==> src/rtl/ahb_mgr_pkg.sv <==
package ahb_mgr_pkg;

  localparam int BUS_W      = 32;
  localparam int WRAP_BEATS = 4;
  localparam int BEAT_IW    = $clog2(WRAP_BEATS);
  localparam int LO_W       = 8;

  typedef enum logic [1:0] {
    TR_IDLE   = 2'b00,
    TR_BUSY   = 2'b01,
    TR_NONSEQ = 2'b10,
    TR_SEQ    = 2'b11
  } trans_e;

  localparam logic [2:0] HB_SINGLE = 3'b000;
  localparam logic [2:0] HB_WRAP4  = 3'b010;

  // next wrapping address, low bits only
  function automatic logic [LO_W-1:0] wrap_step(input logic [LO_W-1:0] lo,
                                                input logic [1:0] sz);
    logic [LO_W-1:0] step;
    logic [LO_W-1:0] span;
    step = LO_W'(1) << sz;
    span = (step << BEAT_IW) - LO_W'(1);
    return (lo & ~span) | ((lo + step) & span);
  endfunction

  // replicate narrow write data onto every lane group
  function automatic logic [BUS_W-1:0] lane_spread(input logic [BUS_W-1:0] d,
                                                   input logic [1:0] sz);
    case (sz)
      2'd0:    return {4{d[7:0]}};
      2'd1:    return {2{d[15:0]}};
      default: return d;
    endcase
  endfunction

  // pull active lanes down to bit 0
  function automatic logic [BUS_W-1:0] lane_pick(input logic [BUS_W-1:0] bus,
                                                 input logic [1:0] off,
                                                 input logic [1:0] sz);
    logic [BUS_W-1:0] sh;
    sh = bus >> {off, 3'b000};
    case (sz)
      2'd0:    return BUS_W'(sh[7:0]);
      2'd1:    return BUS_W'(sh[15:0]);
      default: return sh;
    endcase
  endfunction

endpackage

==> src/rtl/mgr_addr_seq.sv <==
module mgr_addr_seq
  import ahb_mgr_pkg::*;
#(
  parameter int ADDR_W = 32
) (
  input  logic                clk,
  input  logic                rst_n,
  input  logic                start,
  input  logic [ADDR_W-1:0]   start_addr,
  input  logic                start_wrap,
  input  logic [1:0]          size,
  input  logic                hready,
  input  logic                pause,
  input  logic                cancel,
  output logic [ADDR_W-1:0]   haddr,
  output logic [1:0]          htrans,
  output logic                issue,
  output logic [BEAT_IW-1:0]  issue_beat,
  output logic                issue_last
);

  logic [ADDR_W-1:0]  addr_q;
  trans_e             trans_q;
  logic [BEAT_IW-1:0] beat_q;
  logic               wrap_q;
  logic               real_beat;
  logic [ADDR_W-1:0]  next_addr;

  assign real_beat  = (trans_q == TR_NONSEQ) || (trans_q == TR_SEQ);
  assign issue      = hready && real_beat;
  assign issue_beat = beat_q;
  assign issue_last = !wrap_q || (beat_q == BEAT_IW'(WRAP_BEATS - 1));
  assign next_addr  = {addr_q[ADDR_W-1:LO_W], wrap_step(addr_q[LO_W-1:0], size)};
  assign haddr      = addr_q;
  assign htrans     = trans_q;

  always_ff @(posedge clk or negedge rst_n) begin
    if (!rst_n) begin
      addr_q  <= '0;
      trans_q <= TR_IDLE;
      beat_q  <= '0;
      wrap_q  <= 1'b0;
    end else if (start) begin
      addr_q  <= start_addr;
      trans_q <= TR_NONSEQ;
      beat_q  <= '0;
      wrap_q  <= start_wrap;
    end else if (cancel) begin
      trans_q <= TR_IDLE;
    end else if (hready) begin
      case (trans_q)
        TR_NONSEQ, TR_SEQ: begin
          if (issue_last) begin
            trans_q <= TR_IDLE;
          end else begin
            addr_q  <= next_addr;
            beat_q  <= beat_q + 1'b1;
            trans_q <= pause ? TR_BUSY : TR_SEQ;
          end
        end
        TR_BUSY: trans_q <= pause ? TR_BUSY : TR_SEQ;
        default: trans_q <= TR_IDLE;
      endcase
    end
  end

endmodule

==> src/rtl/mgr_data_seq.sv <==
module mgr_data_seq
  import ahb_mgr_pkg::*;
(
  input  logic                        clk,
  input  logic                        rst_n,
  input  logic                        issue,
  input  logic [BEAT_IW-1:0]          issue_beat,
  input  logic                        issue_last,
  input  logic [1:0]                  issue_lo,
  input  logic                        write,
  input  logic [1:0]                  size,
  input  logic [WRAP_BEATS*BUS_W-1:0] wdata_all,
  input  logic                        hready,
  input  logic                        hresp,
  input  logic [BUS_W-1:0]            hrdata,
  output logic [BUS_W-1:0]            hwdata,
  output logic                        rd_valid,
  output logic [BUS_W-1:0]            rd_data,
  output logic [BEAT_IW-1:0]          rd_beat,
  output logic                        done,
  output logic                        done_err,
  output logic                        d_active,
  output logic                        err_first,
  output logic                        finish
);

  logic               act_q;
  logic [BEAT_IW-1:0] beat_q;
  logic               last_q;
  logic [1:0]         lo_q;
  logic               complete;
  logic [BUS_W-1:0]   beat_word;

  assign complete  = act_q && hready;
  assign finish    = complete && (last_q || hresp);
  assign err_first = act_q && hresp && !hready;
  assign d_active  = act_q;
  assign beat_word = wdata_all[int'(beat_q)*BUS_W +: BUS_W];
  assign hwdata    = (act_q && write) ? lane_spread(beat_word, size) : '0;

  always_ff @(posedge clk or negedge rst_n) begin
    if (!rst_n) begin
      act_q  <= 1'b0;
      beat_q <= '0;
      last_q <= 1'b0;
      lo_q   <= '0;
    end else if (issue) begin
      act_q  <= 1'b1;
      beat_q <= issue_beat;
      last_q <= issue_last;
      lo_q   <= issue_lo;
    end else if (complete) begin
      act_q  <= 1'b0;
    end
  end

  always_ff @(posedge clk or negedge rst_n) begin
    if (!rst_n) begin
      rd_valid <= 1'b0;
      rd_data  <= '0;
      rd_beat  <= '0;
      done     <= 1'b0;
      done_err <= 1'b0;
    end else begin
      rd_valid <= complete && !write && !hresp;
      if (complete && !write && !hresp) begin
        rd_data <= lane_pick(hrdata, lo_q, size);
        rd_beat <= beat_q;
      end
      done     <= finish;
      done_err <= finish && hresp;
    end
  end

endmodule

==> src/rtl/ahb_burst_mgr.sv <==
module ahb_burst_mgr
  import ahb_mgr_pkg::*;
#(
  parameter int ADDR_W = 32
) (
  input  logic                        clk,
  input  logic                        rst_n,
  input  logic                        cmd_valid,
  output logic                        cmd_ready,
  input  logic [ADDR_W-1:0]           cmd_addr,
  input  logic                        cmd_write,
  input  logic [1:0]                  cmd_size,
  input  logic                        cmd_wrap,
  input  logic [WRAP_BEATS*BUS_W-1:0] cmd_wdata,
  input  logic                        usr_pause,
  output logic                        rd_valid,
  output logic [BUS_W-1:0]            rd_data,
  output logic [BEAT_IW-1:0]          rd_beat,
  output logic                        done,
  output logic                        done_err,
  output logic [ADDR_W-1:0]           haddr,
  output logic [1:0]                  htrans,
  output logic                        hwrite,
  output logic [2:0]                  hsize,
  output logic [2:0]                  hburst,
  output logic [BUS_W-1:0]            hwdata,
  input  logic [BUS_W-1:0]            hrdata,
  input  logic                        hready,
  input  logic                        hresp
);

  logic                        busy_q;
  logic                        write_q;
  logic [1:0]                  size_q;
  logic                        wrap_q;
  logic [WRAP_BEATS*BUS_W-1:0] wdata_q;

  logic                        accept;
  logic                        beat_issue;
  logic [BEAT_IW-1:0]          beat_idx;
  logic                        beat_last;
  logic                        dphase_act;
  logic                        err_first;
  logic                        fin_evt;

  assign accept    = cmd_valid && !busy_q;
  assign cmd_ready = !busy_q;
  assign hwrite    = write_q;
  assign hsize     = {1'b0, size_q};
  assign hburst    = wrap_q ? HB_WRAP4 : HB_SINGLE;

  always_ff @(posedge clk or negedge rst_n) begin
    if (!rst_n) begin
      busy_q  <= 1'b0;
      write_q <= 1'b0;
      size_q  <= '0;
      wrap_q  <= 1'b0;
      wdata_q <= '0;
    end else if (accept) begin
      busy_q  <= 1'b1;
      write_q <= cmd_write;
      size_q  <= (cmd_size == 2'd3) ? 2'd2 : cmd_size;
      wrap_q  <= cmd_wrap;
      wdata_q <= cmd_wdata;
    end else if (fin_evt) begin
      busy_q  <= 1'b0;
    end
  end

  mgr_addr_seq #(.ADDR_W(ADDR_W)) addr_i (
    .clk        (clk),
    .rst_n      (rst_n),
    .start      (accept),
    .start_addr (cmd_addr),
    .start_wrap (cmd_wrap),
    .size       (size_q),
    .hready     (hready),
    .pause      (usr_pause),
    .cancel     (err_first),
    .haddr      (haddr),
    .htrans     (htrans),
    .issue      (beat_issue),
    .issue_beat (beat_idx),
    .issue_last (beat_last)
  );

  mgr_data_seq data_i (
    .clk        (clk),
    .rst_n      (rst_n),
    .issue      (beat_issue),
    .issue_beat (beat_idx),
    .issue_last (beat_last),
    .issue_lo   (haddr[1:0]),
    .write      (write_q),
    .size       (size_q),
    .wdata_all  (wdata_q),
    .hready     (hready),
    .hresp      (hresp),
    .hrdata     (hrdata),
    .hwdata     (hwdata),
    .rd_valid   (rd_valid),
    .rd_data    (rd_data),
    .rd_beat    (rd_beat),
    .done       (done),
    .done_err   (done_err),
    .d_active   (dphase_act),
    .err_first  (err_first),
    .finish     (fin_evt)
  );

endmodule

==> config.mk <==
export PLATFORM = sky130hd
export DESIGN_NAME = ahb_burst_mgr
export DESIGN_NICKNAME = d
export VERILOG_FILES = /design/src/rtl/ahb_mgr_pkg.sv /design/src/rtl/mgr_addr_seq.sv /design/src/rtl/mgr_data_seq.sv /design/src/rtl/ahb_burst_mgr.sv
export SDC_FILE = /design/constraint.sdc
export NUM_CORES = 1
export LEC_CHECK = 0
export BUFFER_PORTS_ARGS = -buffer_cell sky130_fd_sc_hd__buf_2
export CAP_MARGIN = 20
export CORE_MARGIN = 1.5
export CORE_UTILIZATION = 45
export DETAILED_ROUTE_END_ITERATION = 12
export PLACE_DENSITY = 0.77
export SYNTH_ARGS = -nofsm -noshare
export SYNTH_HDL_FRONTEND = slang
export SYNTH_SLANG_ARGS = --single-unit
==> constraint.sdc <==
create_clock -name clk -period 5.05 [get_ports clk]
set_clock_uncertainty 0.1 [all_clocks]
set_input_delay 1.01 -clock clk [delete_from_list [all_inputs] [get_ports clk]]
set_output_delay 1.01 -clock clk [all_outputs]
set_load 0.01 [all_outputs]
==> After elaboration in Yosys (flattened, before gate mapping) <==
Index checks and enable logic that the tools add are counted.
{ "word_totals": {"ff_bits": 212, "latch_bits": 0, "ramBits": 0, "rom_bits": 0, "input_bits": 202, "out_inout_bits": 111, "word_cells": 87, "memories": 0} }
{ "classes": {"n_addsub": 3, "mul": 0, "div_mod_pow": 0, "magnitude_cmp": 0, "n_eq_ne": 8, "shift": 3, "n_mux": 25, "bitwise_logic": 4, "reduce_logical": 26} }
{ "ops": {"columns": ["op", "count"], "rows": [
  ["32-bit two-way mux", 5],
  ["32-bit case mux with 2 select lines", 2],
  ["128-bit by 8-bit variable part select with 32-bit output", 1],
  ["32-bit by 5-bit >> shifter with 32-bit output", 1],
  ["2-bit two-way mux", 12],
  ["8-bit bitwise AND", 2],
  ["1-bit logical AND", 10],
  ["8-bit adder", 1],
  ["2-bit == test (second input constant)", 4],
  ["8-bit two-way mux", 1],
  ["8-bit NOT", 1],
  ["8-bit OR", 1],
  ["2-bit nonzero test", 4],
  ["1-bit by 2-bit left shift with 8-bit output (first input constant)", 1],
  ["8-bit by 1-bit subtractor with 8-bit output (second input constant)", 1],
  ["1-bit zero test", 5],
  ["2-bit by 1-bit == test with 1-bit output (second input constant)", 2],
  ["1-bit two-way mux", 4],
  ["2-bit != test (second input constant)", 2],
  ["2-bit case mux with 2 select lines", 1],
  ["4-bit AND reduction", 1],
  ["1-bit logical OR", 3],
  ["3-bit nonzero test", 1],
  ["2-bit by 1-bit adder with 2-bit output (second input constant)", 1],
  ["2 further kinds", 2]
]} }

==> Logic depth before layout (Yosys ltp) <==
Gate-level depths: netlist of run 1.
{ "logic_depth": {"word_depth": 10, "depth_mapped": 10, "depth_no_buf": 8} }

==> Cells and area by module <==
From an unflattened synthesis of run 1, not the netlist that was laid out.
{ "unflattened": {"hier_cells": 693, "hier_area_um2": 10182.3} }
{ "by_module_without_submodules": {"columns": ["module", "instances", "cells_per_inst", "area_per_inst_um2", "seq_area_each_um2"], "rows": [
  ["ahb_burst_mgr", 1, 289, 5245.0, 3328.2],
  ["mgr_data_seq", 1, 277, 3256.9, 1076.0],
  ["mgr_addr_seq", 1, 127, 1680.4, 925.9]
]} }

==> Worst setup path before layout of run 1 <==
OpenSTA, ideal clock, no wires.
{ "synth_path": {"kind": "register -> output", "from": "register size_q[0]", "to": "output hwdata[28]", "arrival_ns": 1.421, "t_required_ns": 3.940, "slack_ns": 2.519, "path_stages_with_launch": 6, "n_path_buf": 2, "path_cell_list": "dfrtp_1 > or2_2 > buf_2 > buf_1 > o22ai_1 > nor3_1"} }
{ "synth_via": {"elab_chain_len": 3, "word_cells_on_any_way": 4, "cone_classes": "eq/ne (1); mux (2); reduce/logical (1)"} }
{ "synth_lines": {"columns": ["element", "line_no", "rtl"], "rows": [
  ["start, declared", "ahb_burst_mgr.sv:34", "logic [1:0] size_q;"],
  ["start signal, assigned", "ahb_burst_mgr.sv:62", "size_q <= (cmd_size == 2'd3) ? 2'd2 : cmd_size;"],
  ["2-bit by 1-bit == test with 1-bit output / 2-bit zero test (equally long branches)", "ahb_mgr_pkg.sv:31", "case (sz)"],
  ["32-bit case mux with 2 select lines *", "ahb_mgr_pkg.sv:31", null],
  ["32-bit two-way mux *", "mgr_data_seq.sv:39", "assign hwdata = (act_q && write) ? lane_spread(beat_word, size) : '0;"],
  ["end, declared", "ahb_burst_mgr.sv:26", "output logic [BUS_W-1:0] hwdata,"]
]} }
Mark *: on every way between the ends. The rest lies on a longest branch, timed or not.

==> Worst setup path in the final report of run 1 <==
{ "layout_path": {"from": "register data_i.beat_q[0]", "to": "output hwdata[24]"} }
{ "layout_via": {"elab_chain_len": 3} }
{ "layout_lines": {"columns": ["element", "line_no", "rtl"], "rows": [
  ["start, declared", "mgr_data_seq.sv:28", "logic [BEAT_IW-1:0] beat_q;"],
  ["start signal, assigned", "mgr_data_seq.sv:49", "beat_q <= issue_beat;"],
  ["128-bit by 8-bit variable part select with 32-bit output", "mgr_data_seq.sv:38", "assign beat_word = wdata_all[int'(beat_q)*BUS_W +: BUS_W];"],
  ["32-bit case mux with 2 select lines", "ahb_mgr_pkg.sv:31", null],
  ["32-bit two-way mux", "mgr_data_seq.sv:39", null]
]} }
No other way between the ends.

==> results of run 1 <==
[synthesized netlist by cell type, types with 13 or more instances]
cell / instances / area, um2
mux2i_1: 16 / 160
o21ai_0: 19 / 95.1
clkbuf_1: 21 / 78.8
a21oi_1: 27 / 135
nand2_1: 539 / 2020
nor2_1: 16 / 60.1
mux2_2: 13 / 146
nor2b_1: 18 / 113
mux4_2: 21 / 473
dfrtp_1: 212 / 5310
buf_2: 36 / 180
a22o_1: 16 / 140
[registers in the layout (all words and copies together), names as in the netlist, 2 cells and up, named ones only]
register,count
data_i.rd_beat,2
wdata_q,128
data_i.lo_q,2
addr_i.htrans,2
data_i.rd_data,32
addr_i.haddr,26
size_q,2
data_i.beat_q,2
addr_i.issue_beat,2
[path summary, 6_finish.rpt]
check                                         to  slack [ps]  cells after the start
max in group asynchronous       addr_i.haddr[17]        3350                      2
worst max-delay path                  hwdata[24]        1220                      5
worst max register to register         flip-flop        2370                      9
worst min-delay path            addr_i.haddr[15]         370                      2
min in group asynchronous                 hwrite         420                      1
worst min register to register  addr_i.haddr[15]         370                      2
[area by class of cell]
class	instances	share of cell area
Sequential cell	212	0.430
Inverter	6	0.00183
Timing Repair Buffer	323	0.137
Multi-Input combinational cell	767	0.340
Tap cell	280	0.0284
Clock inverter	7	0.00893
Clock buffer	32	0.0535
[logic make-up after synthesis]
logic type	after synthesis	share of synthesized area
AO/OA/AOI/OAI	95	0.0611
XOR/XNOR	3	0.00266
adder cells (fa/ha/maj)	5	0.00634
buffers and inverters	80	0.0408
flip-flops	212	0.537
multiplexers	61	0.108
other	1	0.000380
AND/OR/NAND/NOR	600	0.243
[metrics by stage]
| stage | worst slack, ps | std cells | power [W] |
|---|---|---|---|
| floorplan | 2520 | 1059 | 0.00495 |
| global placement | 1790 | 1587 | 0.00592 |
| detailed placement | 1720 | 1587 | 0.00603 |
| CTS | 1180 | 1626 | 0.00779 |
| global route | 1110 | 1627 | 0.00829 |
| finish | 1220 | 1627 | 0.00774 |
[layer usage]
metal	part of all wire	global-route usage
met1	0.41	0.333
met2	0.48	0.424
met5	0.00045	0
met3	0.087	0.0545
met4	0.029	0.0762
[tightest hold or removal path: stages, from the launching register on]
cell	delay [ps]
dfrtp_1	330
nand2_1	50
nand2_1	50
[power groups by stage]
stage,Clock (W),Sequential (W),Combinational [W]
after global routing,0.00184,0.00317,0.00328
final,0.00173,0.00307,0.00294
after floorplan,0,0.00295,0.00201
after CTS,0.00177,0.00307,0.00295
after global placement,0,0.00306,0.00287
after detailed placement,0,0.00308,0.00294
==> metrics.md, run 1 <==
| Metric | Value |
|---|---|
| Status | completed |
| Avg WL per Cell | 17.9 um |
| RSZ-0062 raised after global routing | no |
| Die Ht | 151 um |
| Die width | 151 um |
| Setup TNS | 0 ps |
| Slew Limit Fails | 0 |
| Largest net degree at the start of global routing | 101 |
| Max_cap viols | 0 |
| IO Port Bufs | 309 |
| Element type at the critical path end | output port |
| Area of the multi-input gates | 0.00419 mm2 |
| RR Startpoint | size_q[1] |
| Pwr dens | 628 mW/mm2 |
| Syn Std Cell Area | 0.00987 mm2 |
| Vias in the first global route | 8450 |
| Worst rel slew slack | 0.292 |
| H-tree Lvls | 1 |
| CP Launch Point | data_i.beat_q[0] |
| Number of synthesized flops with an enable pin | 0 |
| Tmin final | 3830 ps |
| I/O pins | 313 |
| Clock Tree Buf Depth | 3 |
| Switching Share | 0.378 |
| Crit path cell chain | buf_4 > mux4_1 > o22ai_1 > nor3_1 > buf_2 |
| DRT iter0 DRCs | 468 |
| Die area | 0.0228 mm2 |
| Tightest Pin Transition | 1060 ps |
| CP arrival | 2720 ps |
| #FFs+latches synth | 212 |
| Final Cell Area | 0.0123 mm2 |
| Placed cell area | 0.0115 mm2 |
| Fill count | 1942 |
| Initial Util | 0.455 |
| DPL Wire Length | 21100 um |
| Cells after synthesis | 1057 |
| Sequential share of the synthesized area | 0.537 |
| CTS Buf Count | 23 |
| Switching power | 0.00292 W |
| Required time of the critical path | 3940 ps |
| Worst Hold Class | reg2reg |
| Critical path's slowest cell | mux4_1 |
| # hold bufs at CTS | 0 |
| Commonest cells after routing, fill and taps aside | nand2_1, buf_2, dfrtp_1, a21oi_1, clkbuf_16 |
| Period Utilization, post-route | 0.759 |
| Core area | 0.0217 mm2 |
| Post-route DRC | 0 |
| Layout cells sized above 1 | 0.301 |
| Worst hold start | addr_i.haddr[15] |
| PostCTS Resize Cnt | 0 |
| Clock share of power | 0.224 |
| Nets | 1540 |
| CTS tree | built |
| Drt via density | 5.30 |
| Async S/R FF share, synth | 1.00 |
| First drt pass iteration count | 6 |
| Total Routing Usage GR | 0.254 |
| Worst hold slack | 366 ps |
| Final Util | 0.569 |
| CP Class | reg2out |
| Register Area | 0.00531 mm2 |
| Unique masters post-synth | 47 |
| Setup bufs post-CTS | 0 |
| First-pass GRT wire length | 44500 um |
| Later-pin clock latency in the skew report | 510 ps |
| Antenna Cells | 0 |
| Commonest non-fill, non-tap cell in the layout | nand2_1 |
| GRT overflow | 0 |
| Startpoint types | flip-flop |
| Warnings from Yosys | 0 |
| Worst path bufs/invs | 2 |
| Gate power share | 0.380 |
| Maximum VDD drop | 0.352 mV |
| Area growth syn-to-layout | 24.9% |
| Site Rows | 54 |
| Worst Path Max Fanout | 14 |
| CP top delay family | multiplexers |
| Final Hold Fails | 0 |
| Worst-path clk slew | 60 ps |
| Clk sink count | 212 |
| Share of power burned in registers | 0.396 |
| DR vias | 8617 |
| Total Wirelength | 29100 um |
| Post-synthesis average cell area | 9.34 um2 |
| ANT nets after route | 0 |
| Leak | 6.70 nW |
| Setup violations, final | 0 |
| GP Congestion | 0.918 |
| Achievable frequency | 0.261 GHz |
| Ys flop type | dfrtp_1 |
| Cell Int Power | 0.00482 W |
| CP max stage delay | 750 ps |
| Root Driver | clkbuf_16 |
| Initial antenna violation count | 1 |
Note: power is estimated with default switching activity, not from simulation.
==> run 2, diff against run 1 <==
ABC_AREA = 1   (was not set)
clock period = 3.6 ns   (was 5.05 ns; I/O delays follow)
==> metrics.md, run 2 <==
| Metric | Value |
|---|---|
| Status | completed |
| Die Ht | 153 um (+1.4%) |
| Async S/R FF share, synth | 1.00 (unchanged) |
| Post-route DRC | 0 (unchanged) |
| Later-pin clock latency in the skew report | 530 ps (+20 ps) |
| Nets | 1826 (+19%) |
| Avg WL per Cell | 17.0 um (-4.7%) |
| Setup bufs post-CTS | 0 (unchanged) |
| Post-synthesis average cell area | 7.54 um2 (-19%) |
| Area of the multi-input gates | 0.00428 mm2 (+2.2%) |
| Ys flop type | dfrtp_1 |
| Final Hold Fails | 0 (unchanged) |
| Setup violations, final | 0 (unchanged) |
| Die width | 153 um (+1.4%) |
| Largest net degree at the start of global routing | 82 (-19%) |
| Slew Limit Fails | 0 (unchanged) |
| Setup TNS | 0 ps (unchanged) |
| Fill count | 2012 (+3.6%) |
| Reg2reg setup slack | 1290 ps (-1080 ps) |
| Worst Reg2Reg Path Length in Cells | 3 (-6) |
| Site Rows | 54 (unchanged) |
| CP Launch Point | hwrite |
| Syn Std Cell Area | 0.0102 mm2 (+2.9%) |
| CTS Buf Count | 24 (+4.3%) |
| Total Routing Usage GR | 0.281 (+0.0271) |
| Cells after synthesis | 1349 (+28%) |
| Leak | 7.32 nW (+9.3%) |
| Period Utilization, post-route | 0.860 |
| Clock Tree Buf Depth | 3 (unchanged) |
| Top reg by flops | wdata_q |
| Tightest Pin Transition | 826 ps (-236 ps) |
| Area growth syn-to-layout | 25.1% |
| I/O pins | 313 (unchanged) |
| Total Wirelength | 32700 um (+13%) |
| Layout cells sized above 1 | 0.239 (-0.0618) |
| Number of synthesized flops with an enable pin | 0 (unchanged) |
| First drt pass iteration count | 5 (-1) |
| Element type at the critical path end | output port |
| RR Endpoint | data_i.rd_data[19] |
| Routed wl met3 | 3330 um (+32%) |
| DPL Wire Length | 23500 um (+11%) |
| Pwr dens | 410 mW/mm2 (-35%) |
| Met1 wire length | 13100 um (+11%) |
| CP Class | reg2out |
| Cell taking the most area after synthesis | dfrtp_1 |
| Worst-path clk slew | 60 ps (about the same) |
| Achievable frequency | 0.323 GHz |
| Commonest non-fill, non-tap cell in the layout | nand2_1 |
| Required time of the critical path | 2780 ps (-1160 ps) |
| Vias in the first global route | 9694 (+15%) |
| Die area | 0.0235 mm2 (+2.9%) |
| Worst hold slack | 83.8 ps (-282 ps) |
| IO Port Bufs | 309 (unchanged) |
| Sequential share of the synthesized area | 0.522 (-0.0153) |
| Area contributors post-synth | dfrtp_1, nand2_1, nand3_1 |
| Top sig layer | met5 |
| Register Area | 0.00531 mm2 (about the same) |
| Max_cap viols | 0 (unchanged) |
| Drt via density | 5.18 (-2.2%) |
| Max reg flops | 128 (unchanged) |
| Placed cell area | 0.0118 mm2 (+2.7%) |
| DRT iter0 DRCs | 828 (+77%) |
| CP arrival | 2280 ps (-440 ps) |
| DR vias | 9953 (+16%) |
| First-pass GRT wire length | 52100 um (+17%) |
| Routed wl met2 | 15200 um (+9.0%) |
| Crit path capture | hwdata[27] |
| ANT nets after route | 0 (unchanged) |
| Warnings from Yosys | 0 (unchanged) |
| # hold bufs at CTS | 0 (unchanged) |
| Core area | 0.0220 mm2 (+1.2%) |
| Post-synth top cells | nand2_1, dfrtp_1, nand3_1 |
| Tmin final | 3100 ps |
| H-tree Lvls | 1 (unchanged) |
| Clk sink count | 212 (unchanged) |
| PostCTS Resize Cnt | 0 (unchanged) |
| Initial antenna violation count | 6 (+5) |
| Worst rel slew slack | 0.449 (+0.157) |
| #FFs+latches synth | 212 (unchanged) |
| Maximum VDD drop | 0.358 mV (+1.5%) |
| Yosys top cell area share | 0.522 (-0.0153) |
| GP Congestion | 0.955 (+4.0%) |
| RSZ-0062 raised after global routing | no |
| Initial Util | 0.463 (+0.00762) |
| Worst Hold Class | in2async |
| Worst Path Max Fanout | 11 (-3) |
| Unique masters post-synth | 30 (-36%) |
| GRT overflow | 0 (unchanged) |
| Most common cell in the netlist | nand2_1 |
| Final Cell Area | 0.0127 mm2 (+3.1%) |
| CTS tree | built |
| Startpoint types | flip-flop |
| Root Driver | clkbuf_16 |
| RR Startpoint | data_i.lo_q[1] |
| Commonest cells after routing, fill and taps aside | nand2_1, buf_2, dfrtp_1, nand3_1, inv_1 |
==> run 2: cell count changes in the layout (fill, tap and decap cells not counted), sizes merged, moves of 10 or more <==
cell / change
a211oi: -10
inv: +35
mux2: -13
mux2i: -16
mux4: -32
nand2: +231
nand3: +95
nor2: +13
nor2b: -18
o21ai: +25
o22ai: -11
==> run 2: per-stage QoR <==
| step | cells | setup slack, ps | util | power [W] |
|---|---|---|---|---|
| floorplan | 1351 | 1560 | - | 0.00245 |
| global placement | 1873 | 1130 | 0.539 | 0.00262 |
| detailed placement | 1873 | 1050 | 0.539 | 0.00263 |
| CTS | 1917 | 523 | 0.578 | 0.00526 |
| global route | 1917 | 350 | 0.578 | 0.00538 |
| finish | 1921 | 503 | 0.579 | 0.00521 |
==> run 2: worst max-delay path, cell delays in order, from the launching register on <==
cell,delay (ps)
dfrtp_1,440
nand2_1,320
inv_1,320
nand2_1,140
nor3_1,320
buf_2,220
==> run 2: how the worst min path moves through the flow <==
stage / depth (start not counted) / endpoint / from
after floorplan: 0 / asynchronous set/reset pin / rst_n
after global placement: 2 / data_i.rd_data[3] / data_i.rd_data[3]
after detailed placement: 2 / wdata_q[22] / wdata_q[22]
after CTS: 1 / addr_i.htrans[1] / rst_n
after global routing: 1 / addr_i.htrans[1] / rst_n
final: 1 / addr_i.htrans[1] / rst_n
==> run 2: cells by family after synthesis <==
kind of cell               count (synthesis)  share of synthesized area
AOI/OAI and AO/OA                         94                     0.0551
adders and majority gates                  5                    0.00615
and+or+nand+nor                          914                      0.357
other                                      1                   0.000369
buffers and inverters                    123                     0.0592
DFF                                      212                      0.522
==> run 2: metal layers <==
layer,track usage,up-vias
met5,0,-
met1,0.365,4604
met2,0.460,518
met4,0.0882,4
li1,-,4758
met3,0.0749,69
==> run 2: final cells by class <==
class,instances,share of cell area
flip-flops and latches,212,0.417
multi-input cells,1016,0.337
repair buffers,323,0.138
clock buffers,31,0.0525
well taps,280,0.0276
clock inverters,13,0.0150
inverters,42,0.0126
diodes,4,0.000787
==> run 2: power by group <==
part	total (W)	switching (W)	leakage (nW)	internal [W]
clock network	0.00263	0.00102	0.422	0.00160
registers	0.00238	0	2.93	0.00238
logic	0.000198	0.000107	3.97	0.0000906
